<file path="src/rtl/ripcnt_pkg.sv">
// Shared types for the two-step ripple counter.
// Assumes: nothing beyond the 1800-2017 language.
package ripcnt_pkg;

    // Decoded meaning of the two step inputs in one cycle
    typedef enum logic [1:0] {
        PH_IDLE   = 2'd0,
        PH_LOAD   = 2'd1,
        PH_COMMIT = 2'd2,
        PH_CLASH  = 2'd3
    } phase_e;

    // Storage of one toggle cell
    typedef struct packed {
        logic mst;
        logic slv;
    } cell_t;

endpackage

</file>
<file path="src/rtl/ripcnt_step_decode.sv">
// Turns the two raw step inputs into one phase code.
// Assumes the step inputs are already synchronous to clk. If both are
// high together, the result is PH_CLASH, which no cell acts on.
module ripcnt_step_decode
    import ripcnt_pkg::*;
(
    input  logic   step_a,
    input  logic   step_b,
    output phase_e phase
);

    // Map the input pair onto a phase code
    always_comb begin
        unique case ({step_b, step_a})
            2'b01:   phase = PH_LOAD;
            2'b10:   phase = PH_COMMIT;
            2'b11:   phase = PH_CLASH;
            default: phase = PH_IDLE;
        endcase
    end

endmodule

</file>
<file path="src/rtl/ripcnt_carry.sv">
// Ripple enable chain. Stage k is enabled when the count enable is high
// and every lower slave bit is 1. The terminal carry extends the chain by
// one more stage. Assumes its input is the cells' internal slave state.
module ripcnt_carry #(
    parameter int STAGES = 5
) (
    input  logic              cnt_en,
    input  logic [STAGES-1:0] slv,
    output logic [STAGES-1:0] stage_en,
    output logic              term
);

    assign stage_en[0] = cnt_en;

    // One AND link per stage above the first
    for (genvar k = 1; k < STAGES; k++) begin : g_link
        assign stage_en[k] = stage_en[k-1] & slv[k-1];
    end

    assign term = stage_en[STAGES-1] & slv[STAGES-1];

endmodule

</file>
<file path="src/rtl/ripcnt_cell.sv">
// One master/slave toggle cell. A load writes the inverse of the slave
// into the master; a commit copies the master into the slave.
// Assumes load and commit are never high together (the decoder makes sure).
module ripcnt_cell
    import ripcnt_pkg::*;
(
    input  logic clk,
    input  logic rst_n,
    input  logic load,
    input  logic commit,
    output logic slv
);

    cell_t st;

    // Master and slave update with synchronous active-low reset
    always_ff @(posedge clk) begin
        if (!rst_n) begin
            st <= '0;
        end else begin
            if (load)   st.mst <= ~st.slv;
            if (commit) st.slv <= st.mst;
        end
    end

    assign slv = st.slv;


    commit_copy_chk: assert property (@(posedge clk) disable iff (!rst_n)
        commit |=> (st.slv == $past(st.mst)));


    master_hold_chk: assert property (@(posedge clk) disable iff (!rst_n)
        !load |=> $stable(st.mst));

endmodule

</file>
<file path="src/rtl/two_step_counter.sv">
// Parameterised ripple counter built from master/slave toggle cells that
// advance in two steps. The count output is the slave bits, so it changes
// only on a commit step. The carry chain is fed from internal slave state.
// Assumes STAGES >= 1 and step inputs synchronous to clk.
module two_step_counter
    import ripcnt_pkg::*;
#(
    parameter int STAGES = 5
) (
    input  logic              clk,
    input  logic              rst_n,
    input  logic              step_a,
    input  logic              step_b,
    input  logic              cnt_en,
    output logic [STAGES-1:0] count,
    output logic              carry_out
);

    localparam logic [STAGES-1:0] ONE = STAGES'(1);

    phase_e            phase;
    logic [STAGES-1:0] slv;
    logic [STAGES-1:0] stage_en;
    logic              do_load;
    logic              do_commit;

    ripcnt_step_decode u_dec (
        .step_a (step_a),
        .step_b (step_b),
        .phase  (phase)
    );

    ripcnt_carry #(.STAGES(STAGES)) u_carry (
        .cnt_en   (cnt_en),
        .slv      (slv),
        .stage_en (stage_en),
        .term     (carry_out)
    );

    assign do_load   = (phase == PH_LOAD);
    assign do_commit = (phase == PH_COMMIT);

    // One toggle cell per stage, gated by its ripple enable
    for (genvar k = 0; k < STAGES; k++) begin : g_cell
        ripcnt_cell u_cell (
            .clk    (clk),
            .rst_n  (rst_n),
            .load   (do_load & stage_en[k]),
            .commit (do_commit),
            .slv    (slv[k])
        );
    end

    assign count = slv;


    reset_clear_chk: assert property (@(posedge clk)
        !rst_n |=> (count == '0));


    load_quiet_chk: assert property (@(posedge clk) disable iff (!rst_n)
        (step_a && !step_b) |=> $stable(count));


    clash_quiet_chk: assert property (@(posedge clk) disable iff (!rst_n)
        (step_a && step_b) |=> $stable(count));


    step_size_chk: assert property (@(posedge clk) disable iff (!rst_n)
        (step_b && !step_a) |=>
            ((count == $past(count)) || (count == STAGES'($past(count) + ONE))));


    carry_ones_chk: assert property (@(posedge clk) disable iff (!rst_n)
        carry_out |-> (cnt_en && (&count)));

endmodule

</file>
<file path="config.mk">
export PLATFORM = sky130hd
export DESIGN_NAME = two_step_counter
export DESIGN_NICKNAME = d
export VERILOG_FILES = /design/src/rtl/ripcnt_pkg.sv /design/src/rtl/ripcnt_step_decode.sv /design/src/rtl/ripcnt_carry.sv /design/src/rtl/ripcnt_cell.sv /design/src/rtl/two_step_counter.sv
export SDC_FILE = /design/constraint.sdc
export NUM_CORES = 1
export LEC_CHECK = 0
export ABC_CLOCK_PERIOD_IN_PS = 1500
export BUFFER_PORTS_ARGS = -buffer_cell sky130_fd_sc_hd__buf_2
export CORE_AREA = 2 2 39 41
export DETAILED_ROUTE_END_ITERATION = 16
export DIE_AREA = 0 0 41 43
export MAX_ROUTING_LAYER = met4
export PLACE_DENSITY = 0.65
export SLEW_MARGIN = 30
export SYNTH_ARGS = -nofsm -noshare
export SYNTH_HDL_FRONTEND = slang
export SYNTH_HIERARCHICAL = 1
export SYNTH_SLANG_ARGS = --single-unit
</file>
<file path="constraint.sdc">
create_clock -name clk -period 1.5 [get_ports clk]
set_input_delay 0.15 -clock clk [delete_from_list [all_inputs] [get_ports clk]]
set_output_delay 0.15 -clock clk [all_outputs]
set_load 0.01 [all_outputs]
</file>
==> results.toml <==
[status]
status = "finished clean"

[timing]
slew_violations = 0
fin_tns_setup_ns = 0
max_freq_mhz = 759.7
slew_headroom_pct = 88.56
hold_violations = 0
tightest_slew_ns = 0.1713
setup_violations = 0
postLayoutSetupSlackWorst_ns = 0.1836
clock_skew_ns = 0.001697
post-route-min-period_ns = 1.316
rsz0062_at_grt = "false"
post-route-period-util_pct = 87.76

[finish]
multi_input_area_um2 = 242.7
diodes = 0
finish.net_count = 63
seq_area_um2 = 200.2
mostFrequentLayoutCells = "dfxtp_1 (10), buf_2 (10), nor2b_1 (6)"
drive_above_1_share_pct = 33.93
area_growth_pct = 20.22
nFillCells = 143
design_area_um2 = 550.5

[worst_setup_path]
cp_slowest_stage_delay_ns = 0.38
endpoint_kind = "output port"
crit_cells = 3
arrival_ns = 1.17
cpLargestDelayFamily = "simple AND/OR/NAND/NOR gates"
cp_num_buf_inv = 1
critPathLaunchType = "flip-flop"
path_class = "flip-flop to output port"
path_max_fanout = 5
crit_required_ns = 1.35
crit_slowest_cell = "dfxtp_1"
crit_path_cell_trace = "and3_4, and4_1, buf_2"
ff2ff_path_depth = 4

[global_route]
grt_pass1_vias = 291
grt_antenna_before_repair = 0
overflow = 0
grt_max_degree = 11
track_usage_pct = 10.54
use_met2_pct = 12.81
use_met1_pct = 14.01
grt_pass1_wl_mm = 1.166
grt_use_met3_pct = 3.141
grt-busiest-layer = "met1"

[place]
gp_congestion = 0.6138
place_ws_ns = 0.2976
place_hpwl_um = 583.3
port_buffers = 10
post_dp_cell_area_um2 = 528.0

[routing]
dr.pass1.iters = 2
viasPerCell = 4.653
wirelength_um = 819
vias = 335
wl_per_cell_um = 11.38
drt_iter0_drc = 2
drcViolationCount = 0
antenna_left = 0

[die]
start_util_pct = 33.09
dieWidth_um = 41
coreArea_mm2 = 0.001384
row_count = 14
num_io_pins = 11
chipHeight_um = 43
dieArea_mm2 = 0.001763

[synth]
syn-num-nets = 49
synth_cell_types = 12
yosys_warnings = 6
ys_seq_elements = 10
synthCells = 44
yosysSeqAreaShare_pct = 43.72
syn_area_um2 = 457.9
syn_area_per_cell_um2 = 10.41

[pwr]
static-leakage-power_uw = 0.0002885
power.density_mw_per_mm2 = 851.8
peakVddDrop_v = 0.0003142

[job]
drv_cap = 0

[worst_hold_path]
hold_depth = 2
hold_class = "input pin to flip-flop"

[clock_tree]
cts_max_level = 1
cts_buffers = 3
cts_setup_buffers = 0
cts_tree = "built"
clock-root-buffer = "clkbuf_4"
clk_pin_slew_ns = 0.06
clk_latency_ns = 0.25
clock-sinks = 10
clock_path_buffers = 2
cts_hold_buffers = 0
cts.repair.resized = 0
[cell type report]
class,instances,area share [%]
multi-input combinational,31,44.09
tap,16,3.636
timing repair buffer,12,11.82
clock buffer,3,4.091
sequential,10,36.36
[registers in the layout, indices dropped and copies added (netlist names)]
register and count:
g_cell.u_cell/slv 5, g_cell.u_cell/st 5
[worst register-to-register path, delay by kind of cell, from the launching register on]
family | cells | cell delay, ns
compound gates | 1 | 0.20
simple gates | 3 | 0.58
flops | 1 | 0.33
[metal layers]
metal / vias to the layer above / share of wire (%)
li1: 178 / -
met1: 152 / 50
met2: 5 / 46
met3: 0 / 4.2
met4: 0 / 0
met5: - / 0
[through the flow]
stage | power, uW | hold WS (ns) | utilization [%] | std cells
final | 468.9 | 0.2285 | 39.78 | 72
after global routing | 491.0 | 0.2333 | 39.78 | 72
after CTS | 482.6 | 0.2196 | 39.78 | 72
after detailed placement | 304.8 | 0.4887 | 38.16 | 69
after global placement | 305.0 | 0.4821 | 38.16 | 69
after floorplan | 292.1 | 0.2782 | - | 44
[worst paths after layout]
| kind | startpoint | to | slack [ns] |
|---|---|---|---|
| hold / removal | rst_n | g_cell[1].u_cell/st[1] | 0.23 |
| setup / recovery | g_cell[0].u_cell/slv | carry_out | 0.18 |
| setup reg to reg | g_cell[1].u_cell/slv | g_cell[4].u_cell/st[1] | 0.29 |
| hold reg to reg | g_cell[0].u_cell/st[1] | g_cell[0].u_cell/st[1] | 0.50 |
[logic make-up after synthesis]
kind of cell	after synthesis	synth area share [%]
buffers and inverters	3	3.280
AO/OA/AOI/OAI	5	10.93
AND/OR/NAND/NOR	21	31.15
multiplexers	5	10.93
flip-flops	10	43.72
[Yosys cell counts]
cell type  count  area share (%)
and2_2         2             3.3
and3_2         1             1.6
and3_4         1             2.5
and3b_1        5             9.6
and4_1         1             1.9
buf_4          1             1.6
clkbuf_1       2             1.6
dfxtp_1       10              44
mux2i_1        5              11
nand2_1        5             4.1
nor2b_1        6             8.2
o211a_1        5              11
[report_power, final]
group	leakage (uW)	total, uW	internal, uW	switching [uW]
registers	0.0000807	269	268	1.26
clock network	0.0000138	170	92.0	78.4
logic	0.000194	29.7	15.9	13.9
No activity file was read; power rests on OpenSTA's default activity.
